`src/rtl/trap_det_pkg.sv`:
```
package trap_det_pkg;

    localparam int NUM_TYPES = 8;

    localparam logic [7:0] OP_BRKPT  = 8'hCC;
    localparam logic [7:0] OP_OVFCHK = 8'hCE;
    localparam logic [7:0] OP_BNDCHK = 8'h62;

    localparam int T_DIV   = 0;
    localparam int T_STEP  = 1;
    localparam int T_BRK   = 3;
    localparam int T_OVF   = 4;
    localparam int T_BND   = 5;
    localparam int T_UNDEF = 6;
    localparam int T_ESC   = 7;

    function automatic logic is_undef_op(input logic [7:0] op);
        return (op == 8'h0F) || (op >= 8'h63 && op <= 8'h67) || (op == 8'hF1);
    endfunction

    function automatic logic is_esc_op(input logic [7:0] op);
        return op[7:3] == 5'b11011;
    endfunction

endpackage

```
`src/rtl/trap_cond_eval.sv`:
```
module trap_cond_eval
    import trap_det_pkg::*;
#(
    parameter int IDX_W = 16
) (
    input  logic [7:0]           opcode,
    input  logic                 ovf_flag,
    input  logic                 div_fault,
    input  logic [IDX_W-1:0]     bnd_index,
    input  logic [IDX_W-1:0]     bnd_lower,
    input  logic [IDX_W-1:0]     bnd_upper,
    input  logic                 enh_mode,
    input  logic                 esc_trap_en,
    output logic [NUM_TYPES-1:0] fault_hit
);
    logic below_lo;
    logic above_hi;
    logic esc_armed;

    always_comb begin
        below_lo  = $signed(bnd_index) < $signed(bnd_lower);
        above_hi  = $signed(bnd_index) > $signed(bnd_upper);
        esc_armed = !enh_mode || esc_trap_en;

        fault_hit          = '0;
        fault_hit[T_DIV]   = div_fault;
        fault_hit[T_BRK]   = (opcode == OP_BRKPT);
        fault_hit[T_OVF]   = (opcode == OP_OVFCHK) && ovf_flag;
        fault_hit[T_BND]   = (opcode == OP_BNDCHK) && (below_lo || above_hi);
        fault_hit[T_UNDEF] = is_undef_op(opcode);
        fault_hit[T_ESC]   = is_esc_op(opcode) && esc_armed;
    end
endmodule

```
`src/rtl/trap_prio_sel.sv`:
```
module trap_prio_sel
    import trap_det_pkg::*;
#(
    parameter int VT_W = 8
) (
    input  logic [NUM_TYPES-1:0] fault_hit,
    input  logic                 step_hit,
    output logic                 any_hit,
    output logic [VT_W-1:0]      sel_type
);
    always_comb begin
        any_hit  = 1'b0;
        sel_type = '0;
        for (int i = NUM_TYPES - 1; i >= 0; i--) begin
            if (fault_hit[i]) begin
                any_hit  = 1'b1;
                sel_type = VT_W'(i);
            end
        end
        if (!any_hit && step_hit) begin
            any_hit  = 1'b1;
            sel_type = VT_W'(T_STEP);
        end
    end
endmodule

```
`src/rtl/trap_ret_sel.sv`:
```
module trap_ret_sel
    import trap_det_pkg::*;
#(
    parameter int VT_W   = 8,
    parameter int ADDR_W = 20
) (
    input  logic [VT_W-1:0]   sel_type,
    input  logic [ADDR_W-1:0] instr_addr,
    input  logic [ADDR_W-1:0] next_addr,
    input  logic              pfx_seen,
    input  logic [ADDR_W-1:0] pfx_addr,
    output logic [ADDR_W-1:0] ret_addr
);
    logic restart;
    logic [ADDR_W-1:0] start_addr;

    always_comb begin
        restart    = (sel_type == VT_W'(T_DIV))   || (sel_type == VT_W'(T_BND)) ||
                     (sel_type == VT_W'(T_UNDEF)) || (sel_type == VT_W'(T_ESC));
        start_addr = pfx_seen ? pfx_addr : instr_addr;
        ret_addr   = restart ? start_addr : next_addr;
    end
endmodule

```
`src/rtl/trap_detect.sv`:
```
module trap_detect
    import trap_det_pkg::*;
#(
    parameter int ADDR_W = 20,
    parameter int IDX_W  = 16,
    parameter int VT_W   = 8
) (
    input  logic              clk,
    input  logic              rst,
    input  logic              dec_valid,
    input  logic [7:0]        opcode,
    input  logic [ADDR_W-1:0] instr_addr,
    input  logic [ADDR_W-1:0] next_addr,
    input  logic              pfx_seen,
    input  logic [ADDR_W-1:0] pfx_addr,
    input  logic              ovf_flag,
    input  logic              div_fault,
    input  logic              step_flag,
    input  logic [IDX_W-1:0]  bnd_index,
    input  logic [IDX_W-1:0]  bnd_lower,
    input  logic [IDX_W-1:0]  bnd_upper,
    input  logic              enh_mode,
    input  logic              esc_trap_en,
    output logic              trap_valid,
    output logic [VT_W-1:0]   trap_type,
    output logic [VT_W+1:0]   trap_offset,
    output logic [ADDR_W-1:0] trap_ret_addr
);
    localparam int OFF_W = VT_W + 2;

    typedef struct packed {
        logic              valid;
        logic [VT_W-1:0]   vtype;
        logic [OFF_W-1:0]  voff;
        logic [ADDR_W-1:0] ret;
    } trap_out_t;

    trap_out_t out_d, out_q;

    logic [NUM_TYPES-1:0] fault_hit;
    logic                 any_hit;
    logic [VT_W-1:0]      sel_type;
    logic [ADDR_W-1:0]    sel_ret;

    trap_cond_eval #(.IDX_W(IDX_W)) u_eval (
        .opcode      (opcode),
        .ovf_flag    (ovf_flag),
        .div_fault   (div_fault),
        .bnd_index   (bnd_index),
        .bnd_lower   (bnd_lower),
        .bnd_upper   (bnd_upper),
        .enh_mode    (enh_mode),
        .esc_trap_en (esc_trap_en),
        .fault_hit   (fault_hit)
    );

    trap_prio_sel #(.VT_W(VT_W)) u_prio (
        .fault_hit (fault_hit),
        .step_hit  (step_flag),
        .any_hit   (any_hit),
        .sel_type  (sel_type)
    );

    trap_ret_sel #(.VT_W(VT_W), .ADDR_W(ADDR_W)) u_ret (
        .sel_type   (sel_type),
        .instr_addr (instr_addr),
        .next_addr  (next_addr),
        .pfx_seen   (pfx_seen),
        .pfx_addr   (pfx_addr),
        .ret_addr   (sel_ret)
    );

    always_comb begin
        out_d = '0;
        if (dec_valid && any_hit) begin
            out_d.valid = 1'b1;
            out_d.vtype = sel_type;
            out_d.voff  = {sel_type, 2'b00};
            out_d.ret   = sel_ret;
        end
    end

    always_ff @(posedge clk) begin
        if (rst) out_q <= '0;
        else     out_q <= out_d;
    end

    assign trap_valid    = out_q.valid;
    assign trap_type     = out_q.vtype;
    assign trap_offset   = out_q.voff;
    assign trap_ret_addr = out_q.ret;
endmodule

```
`config.mk`:
```
export PLATFORM = sky130hd
export DESIGN_NAME = trap_detect
export DESIGN_NICKNAME = d
export VERILOG_FILES = /design/src/rtl/trap_det_pkg.sv /design/src/rtl/trap_cond_eval.sv /design/src/rtl/trap_prio_sel.sv /design/src/rtl/trap_ret_sel.sv /design/src/rtl/trap_detect.sv
export SDC_FILE = /design/constraint.sdc
export NUM_CORES = 1
export LEC_CHECK = 0
export ABC_AREA = 1
export ABC_CLOCK_PERIOD_IN_PS = 2400
export BUFFER_PORTS_ARGS = -buffer_cell sky130_fd_sc_hd__buf_4
export CORE_ASPECT_RATIO = 1.4
export CORE_MARGIN = 2
export CORE_UTILIZATION = 41
export DETAILED_ROUTE_END_ITERATION = 10
export PLACE_DENSITY = 0.75
export SLEW_MARGIN = 30
export SYNTH_ARGS = -nofsm -noshare
export SYNTH_HDL_FRONTEND = slang
export SYNTH_HIERARCHICAL = 1
export SYNTH_SLANG_ARGS = --single-unit
```
`constraint.sdc`:
```
create_clock -name clk -period 2.4 [get_ports clk]
set_input_delay 0.36 -clock clk [delete_from_list [all_inputs] [get_ports clk]]
set_output_delay 0.36 -clock clk [all_outputs]
set_load 0.02 [all_outputs]
```
== Yosys cells after proc, flatten, opt, wreduce, memory -nomap -nowiden ==
Index checks and enable logic that the tools add are counted.

* Bits in registers: 31
* Input port bits: 125
* Output and inout bits: 39
* Logic and storage cells: 52

* Magnitude comparators: 4
* Equality and inequality tests: 9
* Muxes and demuxes: 17
* Bitwise operators: 1
* Reduce and logical (&&, ||, !) cells: 17

{| class="wikitable"
|+ Operator list
! cell !! count
|-
| two-way mux 20 bit || 2
|-
| two-way mux 39 bit || 1
|-
| == test 8 bit (second input constant) || 3
|-
| two-way mux 3 bit || 7
|-
| > comparator 16 bit || 1
|-
| less-than comparator 16 bit || 1
|-
| == test 3 bit (second input constant) || 3
|-
| == test 8 x 4 -> 1 bit (second input constant) || 1
|-
| == test 8 x 7 -> 1 bit (second input constant) || 1
|-
| greater-or-equal comparator 8 x 7 -> 1 bit (second input constant) || 1
|-
| <= comparator 8 x 7 -> 1 bit (second input constant) || 1
|-
| logical NOT 8 bit || 1
|-
| logical OR 1 bit || 7
|-
| two-way mux 1 bit || 7
|-
| logical AND 1 bit || 6
|-
| == test 5 bit (second input constant) || 1
|-
| logical NOT 1 bit || 2
|-
| OR reduction 2 bit || 1
|-
| inverter 1 bit || 1
|}

== Longest topological paths before layout ==
Gate-level depths: netlist (run 1).

* Depth after elaboration: 18
* Mapped depth: 32
* Mapped depth without buffers: 31

== By module ==
The synthesis (run 1) kept the hierarchy.

{| class="wikitable"
|+ Modules (own cells, without submodules)
! module !! times used !! cells an instance !! area an instance (sq um)
|-
| trap_cond_eval || 1 || 171 || 1,027.2
|-
| trap_detect || 1 || 102 || 991.0
|-
| trap_ret_sel || 1 || 141 || 620.6
|-
| trap_prio_sel || 1 || 33 || 161.4
|}

== Worst setup path before layout (run 1) ==
Ideal clock, no wire load.

* Path kind: input-to-reg
* Start: in bnd_lower[15]
* End: reg out_q (netlist bit trap_ret_addr[13])
* Data arrival time: 2.421 ns
* Required time: 2.339 ns
* Setup slack: -0.082 ns
* Cell stages on the path: 26
* Path buffers: 1
* Path through: inv_1 ha_1 nand2_1 inv_1 nand3_2 inv_1 a21oi_1 nand2_1 nand2_1 nand2_1 a21oi_2 inv_1 nand2_1 nand2_1 nand2_1 nand2_1 nand2_1 nand2_1 nand2_1 o21ai_0 nand2_1 buf_2 nand3_1 nand2_1 inv_1 nor2_4

* Cells in the longest elaborated chain, start to end: 15

{| class="wikitable"
|+ Ends and longest elaborated chain
! what !! RTL line !! text
|-
| start, declared || trap_detect.sv:20 || <nowiki>input logic [IDX_W-1:0] bnd_lower,</nowiki>
|-
| less-than comparator 16 bit (*) || trap_cond_eval.sv:21 || <nowiki>below_lo = $signed(bnd_index) < $signed(bnd_lower);</nowiki>
|-
| logical OR 1 bit (*) || trap_cond_eval.sv:29 || <nowiki>fault_hit[T_BND] = (opcode == OP_BNDCHK) && (below_lo || above_hi);</nowiki>
|-
| logical AND 1 bit (*) || trap_cond_eval.sv:29 ||
|-
| named net fault_hit[5] || trap_detect.sv:40 || <nowiki>logic [NUM_TYPES-1:0] fault_hit;</nowiki>
|-
| two-way mux 1 bit (4 in a row) || trap_prio_sel.sv:15 || <nowiki>if (fault_hit[i]) begin</nowiki>
|-
| logical NOT 1 bit || trap_prio_sel.sv:20 || <nowiki>if (!any_hit && step_hit) begin</nowiki>
|-
| logical AND 1 bit || trap_prio_sel.sv:20 ||
|-
| two-way mux 3 bit (*) || trap_prio_sel.sv:20 ||
|-
| named net sel_type[0] || trap_detect.sv:42 || <nowiki>logic [VT_W-1:0] sel_type;</nowiki>
|-
| logical NOT 8 bit or == test 3 bit (tied branches) || trap_ret_sel.sv:18 || <nowiki>restart = (sel_type == VT_W'(T_DIV)) || (sel_type == VT_W'(T_BND)) ||</nowiki>
|-
| logical OR 1 bit (2 in a row) || trap_ret_sel.sv:18 ||
|-
| logical OR 1 bit (*) || trap_ret_sel.sv:19 || <nowiki>(sel_type == VT_W'(T_UNDEF)) || (sel_type == VT_W'(T_ESC));</nowiki>
|-
| two-way mux 20 bit (*) || trap_ret_sel.sv:21 || <nowiki>ret_addr = restart ? start_addr : next_addr;</nowiki>
|-
| named net sel_ret[13] || trap_detect.sv:43 || <nowiki>logic [ADDR_W-1:0] sel_ret;</nowiki>
|-
| end signal, assigned || trap_detect.sv:85 || <nowiki>else out_q <= out_d;</nowiki>
|-
| end, declared || trap_detect.sv:38 || <nowiki>trap_out_t out_d, out_q;</nowiki>
|}

The timed path passes the listed nets; every way through them passes the cells marked *.
A chain may end at the register's enable or synchronous reset.

== Final worst setup path (run 1) ==
* Start: in bnd_lower[5]
* End: reg out_q (netlist bit trap_ret_addr[19])

The elaborated chain is that of the path after synthesis.

==> run summary, run 1 <==
Post-layout util - 0.686
Die H - 102 µm
Warnings from Yosys - 6
Final Hold Viols - 0
Pint - 0.00102 W
RSZ-0062 raised after global routing - yes
Minimum clock period - 2.57 ns
CTS root buf - clkbuf_8
Peak Freq - 389 MHz
Post-synthesis cell area - 0.00280 mm²
Sink Count - 29
Max Root-Sink Buffers - 2
DRT Wirelength - 8.14 mm
Psw - 0.000498 W
Initial core utilization - 0.423
Cell Pwr Density - 336 mW/mm²
Full die area - 0.00752 mm²
Max incr delay on CP - 0.21 ns
Slew Viols, Final - 0
Seq cells post-synth - 29
Cell mode on critical path - nand2_1
Max-slew headroom - 0.587
Drt drc - 0
Tcrit/Tclk final - 1.07
Antenna violations before repair - 0
Critical path's top delay family - simple AND/OR/NAND/NOR gates
Max-cap violations - 0
Pwr Total - 0.00152 W
CP Launch Type - primary input
PnR worst setup slack - -0.171 ns
Mean area per synthesized cell - 6.26 µm²
Layout filler cell count - 584
Post-layout net count - 771
Aggregate negative setup slack - -2.84 ns
RePlAce Congestion - 0.880
N_diodes - 0
Data required, critical path - 2.62 ns
WP buf/inv - 5
Worst min path class - in -> reg
CTS tree - done
1st-iter DRT viols - 129
Clock network fraction of design power - 0.256
First-pass GRT wire length - 12.8 mm
Max VDD drop - 0.283 mV
Final setup fails - 20
Status - finished, violations left
Initial DRT Pass Iterations - 4
CP max FO - 5
Die Wd - 73.8 µm
Post-Syn Instances - 447
# IOs - 164
Cell variety after synth - 31
Routed Antenna Nets - 0
Cts hold-fix bufs - 0
Post-DR wirelength/cell - 11.5 µm
Failing checks - negative setup slack
Sw Share - 0.327
Layout cells sized above 1 - 0.466
Total gr overflow - 0
Crit. End Element - register
Commonest non-fill, non-tap cell in the layout - buf_4
PortBufs - 161
Worst Max-Slew Pin Slew - 0.604 ns
CP max-delay cell - ha_4
H-tree depth - 2
Via count - 3230
Vias in the first global route - 3177
Area growth syn-to-layout - 62.0%
Critical path class - in -> reg
Hold Path Origin - next_addr[3]
Sequential power share - 0.334
Crit path DAT - 2.79 ns
Largest net degree at the start of global routing - 41
Leak pwr - 2.54 nW
CTS Buf Count - 5
CTS clk-pin slew, worst paths - 0.07 ns
CORE AREA - 0.00661 mm²
Worst setup path startpoint - bnd_lower[5]
Hold_ws - 0.369 ns
Detailed Place HPWL - 6.89 mm
Sequential element share of the synthesized area - 0.207
Most frequent cells in the layout - buf_4 (177), nand2_1 (95), inv_1 (79)
Combinational fraction of design power - 0.410
GRT Total Usage - 0.216
Row Count - 35
Vias per cell - 4.56
cell families (layout without fill, tap and decap cells):
logic type,count (synthesis),count (layout),synth area share
compound gates,50,50,0.0979
fa+ha+maj,31,31,0.139
buf+inv,138,301,0.228
flops,29,29,0.207
other cells,3,9,0.00402
simple gates,196,196,0.324
flip-flops by register name (all words and copies together), names as in the netlist:
name / count
trap_offset: 8
trap_ret_addr: 20
trap_valid: 1
tightest hold or removal path: stages:
cell and delay, ns:
buf_4 0.08, nand2_1 0.04, nand2_1 0.05, inv_1 0.03, nor2_1 0.06
stage by stage:
step / cells / worst slack, ns / cell area, µm²
3_3_place_gp: 697 / -0.354 / 4260
3_5_place_dp: 697 / -0.440 / 4260
4_1_cts: 706 / -0.0546 / 4450
5_1_grt: 708 / -0.353 / 4540
2_1_floorplan: 453 / 0.000442 / 2990
6_report: 708 / -0.171 / 4540
synth_stat cells:
| cell type | number | area [µm²] |
|---|---|---|
| nor3_2 | 3 | 30.0 |
| nand4_1 | 4 | 25.0 |
| buf_4 | 20 | 150 |
| or2_1 | 1 | 6.26 |
| clkbuf_1 | 2 | 7.51 |
| nand3_2 | 3 | 30.0 |
| inv_1 | 99 | 372 |
| nand3_1 | 24 | 120 |
| inv_2 | 8 | 30.0 |
| nor2_1 | 31 | 116 |
| buf_2 | 5 | 25.0 |
| a2111oi_1 | 1 | 10.0 |
| nor2_2 | 2 | 12.5 |
| ha_1 | 31 | 388 |
| a21oi_1 | 16 | 80.1 |
| nor4_1 | 1 | 6.26 |
| o21a_1 | 1 | 7.51 |
| buf_6 | 3 | 33.8 |
| nor4b_1 | 1 | 8.76 |
| o21ai_0 | 23 | 115 |
| conb_1 | 3 | 11.3 |
| nand2_1 | 114 | 428 |
| a31oi_1 | 2 | 12.5 |
| o21bai_1 | 1 | 7.51 |
| buf_12 | 1 | 20.0 |
| nand2_2 | 2 | 12.5 |
| nor2_4 | 10 | 113 |
| o21ai_1 | 3 | 15.0 |
| a21oi_2 | 2 | 17.5 |
| dfxtp_1 | 29 | 581 |
| a2111oi_0 | 1 | 8.76 |
final timing paths:
path	to	slack (ns)	cells past startpoint
max	trap_ret_addr[19]	-0.17	29
min	trap_ret_addr[3]	0.37	5
timing repair:
| item | CTS | global route |
|---|---|---|
| setup buffers | 0 | 1 |
| endpoints found under the setup margin | 20 | 20 |
| pin swaps | 2 | 28 |
| cloned | 1 | 1 |
| gates resized for setup | 21 | 23 |
power groups by stage:
stage,registers (W),clock network (W),logic [W]
detailed placement,0.000519,0,0.000585
CTS,0.000508,0.000396,0.000605
finish,0.000508,0.000390,0.000624
floorplan,0.000543,0,0.000297
global placement,0.000519,0,0.000570
global route,0.000509,0.000419,0.000695
layout make-up:
type / count / area [µm²] / area share
Clock inverter: 3 / 17.5 / 0.00386
Tap cell: 92 / 115 / 0.0254
Timing Repair Buffer: 186 / 1450 / 0.319
Sequential cell: 29 / 581 / 0.128
Multi-Input combinational cell: 286 / 1900 / 0.419
Inverter: 107 / 407 / 0.0896
Clock buffer: 5 / 68.8 / 0.0152
metal layers:
layer / part of all wire / up-vias / global-route usage
met5: 0 / - / 0
met4: 0.032 / 0 / 0.0853
met3: 0.082 / 22 / 0.0448
met2: 0.55 / 141 / 0.440
met1: 0.34 / 1407 / 0.197
li1: - / 1660 / -
(Power assumes the default switching activity.)
==> inputs of run 2 (changes only) <==
--- a/config.mk
+++ b/config.mk
@@ -8,7 +8,7 @@
 export ABC_AREA = 1
 export ABC_CLOCK_PERIOD_IN_PS = 2400
 export BUFFER_PORTS_ARGS = -buffer_cell sky130_fd_sc_hd__buf_4
-export CORE_ASPECT_RATIO = 1.4
+export CAP_MARGIN = 20
 export CORE_MARGIN = 2
 export CORE_UTILIZATION = 41
 export DETAILED_ROUTE_END_ITERATION = 10
==> run 2 against run 1 <==
Effect of this change:
- combinational power is 17% higher
- the flow still finishes with violations (negative setup slack)
- final cell count down 2.0%
- critical path type unchanged
- sequential power about the same
- wire length grew 5.1%
- via count is essentially flat
- critical path depth decreased by 1
==> run summary, run 2 (synthesis results as in run 1) <==
Status - finished, violations left
Failing checks - negative setup slack
Vias per cell - 4.66 (+2.0%)
Detailed Place HPWL - 6.87 mm (-0.30%)
Crit path DAT - 2.70 ns (-0.09 ns)
RePlAce Congestion - 0.849 (-3.4%)
Total gr overflow - 0 (unchanged)
H-tree depth - 2 (unchanged)
Data required, critical path - 2.57 ns (-0.05 ns)
CORE AREA - 0.00672 mm² (+1.6%)
Worst min path class - in -> reg
Initial core utilization - 0.417 (-0.00670)
Clock network fraction of design power - 0.227 (-0.029)
PnR worst setup slack - -0.136 ns (+0.0345 ns)
Slew Viols, Final - 0 (unchanged)
M1 WL - 3.35 mm (+23%)
N_diodes - 0 (unchanged)
Routed Antenna Nets - 0 (unchanged)
CTS root buf - clkbuf_8
CTS Buf Count - 5 (unchanged)
Post-layout util - 0.724 (+0.0383)
RSZ-0062 raised after global routing - yes
Met3 WL post-DR - 542 µm (-19%)
Row Count - 30 (-14%)
Sink Count - 29 (unchanged)
Minimum clock period - 2.54 ns (-0.0345 ns)
Via count - 3231 (+0.031%)
Psw - 0.000521 W (+4.6%)
Post-layout net count - 769 (-0.26%)
Tcrit/Tclk final - 1.06 (-0.0144)
Post-Place Setup Slack - -0.472 ns (-0.0323 ns)
CTS tree - done
Full die area - 0.00751 mm² (-0.13%)
Die H - 86.6 µm (-15%)
Crit. End Element - register
CTS clk-pin slew, worst paths - 0.06 ns (about the same)
Critical path class - in -> reg
Drt drc - 0 (unchanged)
GRT Total Usage - 0.201 (-0.0142)
Commonest non-fill, non-tap cell in the layout - buf_4
Max Root-Sink Buffers - 2 (unchanged)
Peak Freq - 394 MHz (+1.4%)
Pint - 0.00108 W (+5.5%)
Max VDD drop - 0.184 mV (-35%)
First-pass GRT wire length - 12.3 mm (-4.2%)
Combinational fraction of design power - 0.455 (+0.045)
Sequential power share - 0.317 (-0.017)
1st-iter DRT viols - 86 (-33%)
Largest net degree at the start of global routing - 41 (unchanged)
Most frequent cells in the layout - buf_4 (162), nand2_1 (93), inv_1 (74)
Cell Pwr Density - 329 mW/mm² (-1.9%)
Leak pwr - 2.59 nW (+2.0%)
Antenna violations before repair - 0 (unchanged)
# IOs - 164 (unchanged)
Post-DR wirelength/cell - 12.3 µm (+7.3%)
DRT Wirelength - 8.56 mm (+5.1%)
Max layer used - met4
PortBufs - 161 (unchanged)
Final setup fails - 20 (unchanged)
CP Launch Type - primary input
Max reg flops - 20 (unchanged)
Max-cap violations - 0 (unchanged)
Vias in the first global route - 2974 (-6.4%)
Die Wd - 86.6 µm (+17%)
Layout cells sized above 1 - 0.523 (+0.0569)
Cts hold-fix bufs - 0 (unchanged)
Final Hold Viols - 0 (unchanged)
Sw Share - 0.326 (-0.00178)
Initial DRT Pass Iterations - 6 (+2)
Area growth syn-to-layout - 73.8%
CP max FO - 8 (+3)
WL met2 - 4.55 mm (+1.8%)
run 2: cell types whose count changed in the layout (fill, tap and decap cells not counted), sizes merged:
cell | previous run | this run
buf | 186 | 181
clkbuf | 5 | 8
nand2 | 116 | 117
clkinvlp | 1 | 0
run 2: critical path: stages:
cell,delay [ns]
buf_4,0.11
inv_2,0.06
ha_4,0.20
a21oi_2,0.11
nor2_1,0.06
nor3_2,0.14
nand2_1,0.08
nand2_1,0.09
nand2_1,0.05
nand2_1,0.07
nand2_2,0.05
a21oi_2,0.16
inv_2,0.06
nand2_1,0.05
nand2_1,0.04
nand2_1,0.05
nand2_1,0.05
nand2_1,0.05
nand2_1,0.07
nand2_2,0.11
nor2_2,0.06
nand2_2,0.12
nand2_8,0.10
clkbuf_16,0.18
nand3_1,0.09
nand2_1,0.06
inv_1,0.04
nor2_1,0.03
run 2: final cells by class:
class	count	area, µm²
clock buffers	6	72.6
clock inverters	2	10.0
fillers	515	1850
inverters	107	419
multi-input cells	287	2180
flip-flops and latches	29	581
well taps	80	100
repair buffers	183	1510
run 2: worst paths after layout:
path | startpoint | end | slack, ns | cells past startpoint
min | next_addr[3] | trap_ret_addr[3] | 0.39 | 5
max | bnd_lower[5] | trap_ret_addr[2] | -0.14 | 28
run 2: per-stage QoR:
stage	instances	total power (W)	hold WS, ns	instance area [µm²]	setup TNS (ns)
after floorplan	453	0.000841	0.560	2990	0
after detailed placement	681	0.00110	0.676	4200	-9.06
after global routing	694	0.00171	0.398	4870	-6.64
after CTS	689	0.00148	0.389	4340	-1.12
final	694	0.00160	0.395	4870	-2.25
after global placement	681	0.00108	0.672	4200	-7.11
run 2: power groups by stage:
| stage | Sequential (W) | Clock [W] | Combinational [W] |
|---|---|---|---|
| floorplan | 0.000543 | 0 | 0.000297 |
| global placement | 0.000519 | 0 | 0.000564 |
| detailed placement | 0.000519 | 0 | 0.000579 |
| CTS | 0.000509 | 0.000376 | 0.000595 |
| global route | 0.000510 | 0.000404 | 0.000797 |
| finish | 0.000508 | 0.000364 | 0.000729 |
run 2: repair_timing:
item                                   4_1_cts  5_1_grt
setup endpoints to repair                   20       20
resized for setup                           10       99
setup buffers                                0        3
endpoints found under the hold margin        0        0
pin swaps                                    1       43
gates cloned                                 0        3
run 2: per-layer routing:
layer | track usage | vias to the layer above
met3 | 0.0381 | 12
met5 | 0 | -
li1 | - | 1663
met2 | 0.376 | 131
met1 | 0.235 | 1425
met4 | 0.0511 | 0
==> inputs of run 3 (changes only) <==
--- a/config.mk
+++ b/config.mk
@@ -5,14 +5,13 @@
 export SDC_FILE = /design/constraint.sdc
 export NUM_CORES = 1
 export LEC_CHECK = 0
-export ABC_AREA = 1
 export ABC_CLOCK_PERIOD_IN_PS = 2400
 export BUFFER_PORTS_ARGS = -buffer_cell sky130_fd_sc_hd__buf_4
 export CAP_MARGIN = 20
 export CORE_MARGIN = 2
-export CORE_UTILIZATION = 41
+export CORE_UTILIZATION = 40
 export DETAILED_ROUTE_END_ITERATION = 10
-export PLACE_DENSITY = 0.75
+export PLACE_DENSITY = 0.74
 export SLEW_MARGIN = 30
 export SYNTH_ARGS = -nofsm -noshare
 export SYNTH_HDL_FRONTEND = slang
==> run 3 against run 2 <==
Effect of this change:
- critical path type unchanged
- clock power is 9.3% higher
- flip-flop and latch count stayed put
- power is 9.1% lower
- the flow still finishes with violations (negative setup slack)
- clock-buffer cell count is 1 higher
- largest power group unchanged
- worst hold slack better by 0.072 ns
==> run summary, run 3 <==
WP buf/inv - 2 (-3)
Sw Share - 0.275 (-0.0506)
PortBufs - 161 (unchanged)
First-pass GRT wire length - 11.8 mm (-3.8%)
Max-cap violations - 0 (unchanged)
Cell mode on critical path - o21ai_1
Asr flop ratio synth - 0 (unchanged)
Layout cells sized above 1 - 0.579 (+0.0561)
Most frequent cells in the layout - buf_4 (187), dfxtp_1 (29), inv_1 (29)
CP max FO - 20 (+12)
Reg area - 581 µm² (unchanged)
Initial DRT Pass Iterations - 4 (-2)
Seq cells post-synth - 29 (unchanged)
Combinational fraction of design power - 0.378 (-0.077)
Crit. End Element - register
Drt drc - 0 (unchanged)
Final Hold Viols - 0 (unchanged)
Sequential element share of the synthesized area - 0.213 (+0.00571)
Sequential power share - 0.349 (+0.032)
CP max-delay cell - o41a_1
Clock network fraction of design power - 0.273 (+0.046)
RSZ-0062 raised after global routing - yes
Critical path class - in -> reg
Data required, critical path - 2.56 ns (about the same)
Minimum clock period - 3.41 ns (+0.869 ns)
Vias per cell - 4.96 (+6.5%)
Worst min path class - in -> reg
1st-iter DRT viols - 76 (-12%)
Slew Viols, Final - 0 (unchanged)
Sink Count - 29 (unchanged)
RePlAce Congestion - 0.845 (-0.58%)
Post-synth EDFFs - 0 (unchanged)
Most frequent cell after synthesis - inv_1
CP Launch Type - primary input
N_diodes - 0 (unchanged)
Warnings from Yosys - 6 (unchanged)
CTS Buf Count - 5 (unchanged)
Initial core utilization - 0.408 (-0.00889)
Area growth syn-to-layout - 58.1%
Post-Syn Instances - 284 (-36%)
Yosys top cell area share - 0.213 (+0.00571)
Max Root-Sink Buffers - 2 (unchanged)
Pwr Total - 0.00146 W (-9.1%)
Post-synthesis cell area - 0.00273 mm² (-2.7%)
M1 WL - 2.83 mm (-16%)
Layout filler cell count - 571 (+11%)
CTS clk-pin slew, worst paths - 0.06 ns (about the same)
Cell variety after synth - 48 (+55%)
Largest net degree at the start of global routing - 30 (-27%)
Area leader, netlist - dfxtp_1
Row Count - 30 (unchanged)
Pint - 0.00106 W (-2.3%)
Failing checks - negative setup slack
Die H - 86.5 µm (-0.12%)
WL met2 - 3.97 mm (-13%)
PnR worst setup slack - -1.01 ns (-0.869 ns)
Tcrit/Tclk final - 1.42 (+0.362)
Leak pwr - 2.23 nW (-14%)
Peak Freq - 294 MHz (-26%)
Prevailing post-synth register cell - dfxtp_1
# IOs - 164 (unchanged)
Antenna violations before repair - 0 (unchanged)
Met3 WL post-DR - 548 µm (+1.1%)
CTS tree - done
Die Wd - 86.5 µm (-0.12%)
Max layer used - met4
CTS root buf - clkbuf_8
Total gr overflow - 0 (unchanged)
Post-Place Setup Slack - -1.33 ns (-0.858 ns)
Post-layout net count - 612 (-20%)
Via count - 2657 (-18%)
Critical path's top delay family - compound AO/OA/AOI/OAI gates
Vias in the first global route - 2737 (-8.0%)
Synth area leaders - dfxtp_1 (21%), ha_1 (14%), mux2_4 (11%)
CORE AREA - 0.00668 mm² (-0.56%)
Max incr delay on CP - 0.41 ns (+0.21 ns)
Full die area - 0.00749 mm² (-0.23%)
Postcts setup bufs - 0 (unchanged)
Mean area per synthesized cell - 9.60 µm² (+53%)
Routed Antenna Nets - 0 (unchanged)
Post-DR wirelength/cell - 13.9 µm (+13%)
DRT Wirelength - 7.47 mm (-13%)
Crit path DAT - 3.57 ns (+0.87 ns)
Multi-input gate area - 0.00195 mm² (-10%)
Status - finished, violations left
Max VDD drop - 0.244 mV (+33%)
Final setup fails - 24 (+20%)
GRT Total Usage - 0.197 (-0.00488)
Psw - 0.000400 W (-23%)
Cell Pwr Density - 338 mW/mm² (+2.7%)
Commonest non-fill, non-tap cell in the layout - buf_4
Commonest cells post-synth - inv_1 (36), ha_1 (31), dfxtp_1 (29), and4b_1 (28)
CP Cell Sequence - buf_6, ha_4, o21ai_1, a31oi_1, o311a_1, o41a_1, o32ai_4, nor2_1, o21ai_1, a211oi_2, or3_4, a211oi_4, buf_12, mux2_4, and4b_1
Max reg flops - 20 (unchanged)
Detailed Place HPWL - 6.23 mm (-9.3%)
H-tree depth - 2 (unchanged)
## run 3: cell types whose count changed in the layout (fill, tap and decap cells not counted), moves of 17 or more
cell	delta
and4b_1	+28
buf_4	+25
ha_1	+17
ha_4	-17
inv_1	-45
inv_2	-21
mux2_2	+20
mux2_4	+20
nand2_1	-84
nand2_2	-18
nor2_1	-21
## run 3: kinds of logic (layout without fill, tap and decap cells)
logic type,Yosys count,in the layout,synth area share
adders and majority gates,31,31,0.142
other,3,9,0.00413
muxes,40,40,0.193
and+or+nand+nor,77,77,0.215
buffers and inverters,67,233,0.136
DFF,29,29,0.213
AOI/OAI and AO/OA,37,37,0.0964
## run 3: worst paths after layout
check | cells past startpoint | start | end | slack [ns]
worst min-delay path | 3 | next_addr[10] | trap_ret_addr[10] | 0.47
worst max-delay path | 15 | bnd_index[1] | trap_ret_addr[4] | -1.01
## run 3: repair_timing
item / CTS / global route
gates resized for setup: 5 / 1
hold buffers: 0 / 0
endpoints found under the setup margin: 20 / 24
gates cloned: 0 / 0
pin swaps: 0 / 0
## run 3: power by group through the flow
stage / combinational, W / sequential [W] / clock, W
detailed placement: 0.000543 / 0.000519 / 0
global placement: 0.000528 / 0.000518 / 0
CTS: 0.000551 / 0.000508 / 0.000411
finish: 0.000551 / 0.000508 / 0.000398
floorplan: 0.000263 / 0.000543 / 0
global route: 0.000604 / 0.000510 / 0.000433
## run 3: layout make-up
class / count / share of cell area
Inverter: 36 / 0.0331
Timing Repair Buffer: 190 / 0.336
Tap cell: 80 / 0.0232
Multi-Input combinational cell: 194 / 0.453
Sequential cell: 29 / 0.135
Clock buffer: 7 / 0.0200
## run 3: per-stage QoR
step	util	setup TNS [ns]	instances	instance area, µm²	hold slack (ns)
after floorplan	-	-19.23	290	2880	0.663
after detailed placement	0.626	-27.25	529	4180	0.753
final	0.645	-19.74	536	4310	0.467
after global placement	0.626	-26.02	529	4180	0.748
after global routing	0.645	-23.38	536	4310	0.465
after CTS	0.644	-19.63	536	4300	0.459
## run 3: layer usage
metal	vias up	GRT usage
li1	1344	-
met1	1201	0.208
met2	103	0.380
met3	9	0.0457
met4	0	0.0597
met5	-	0
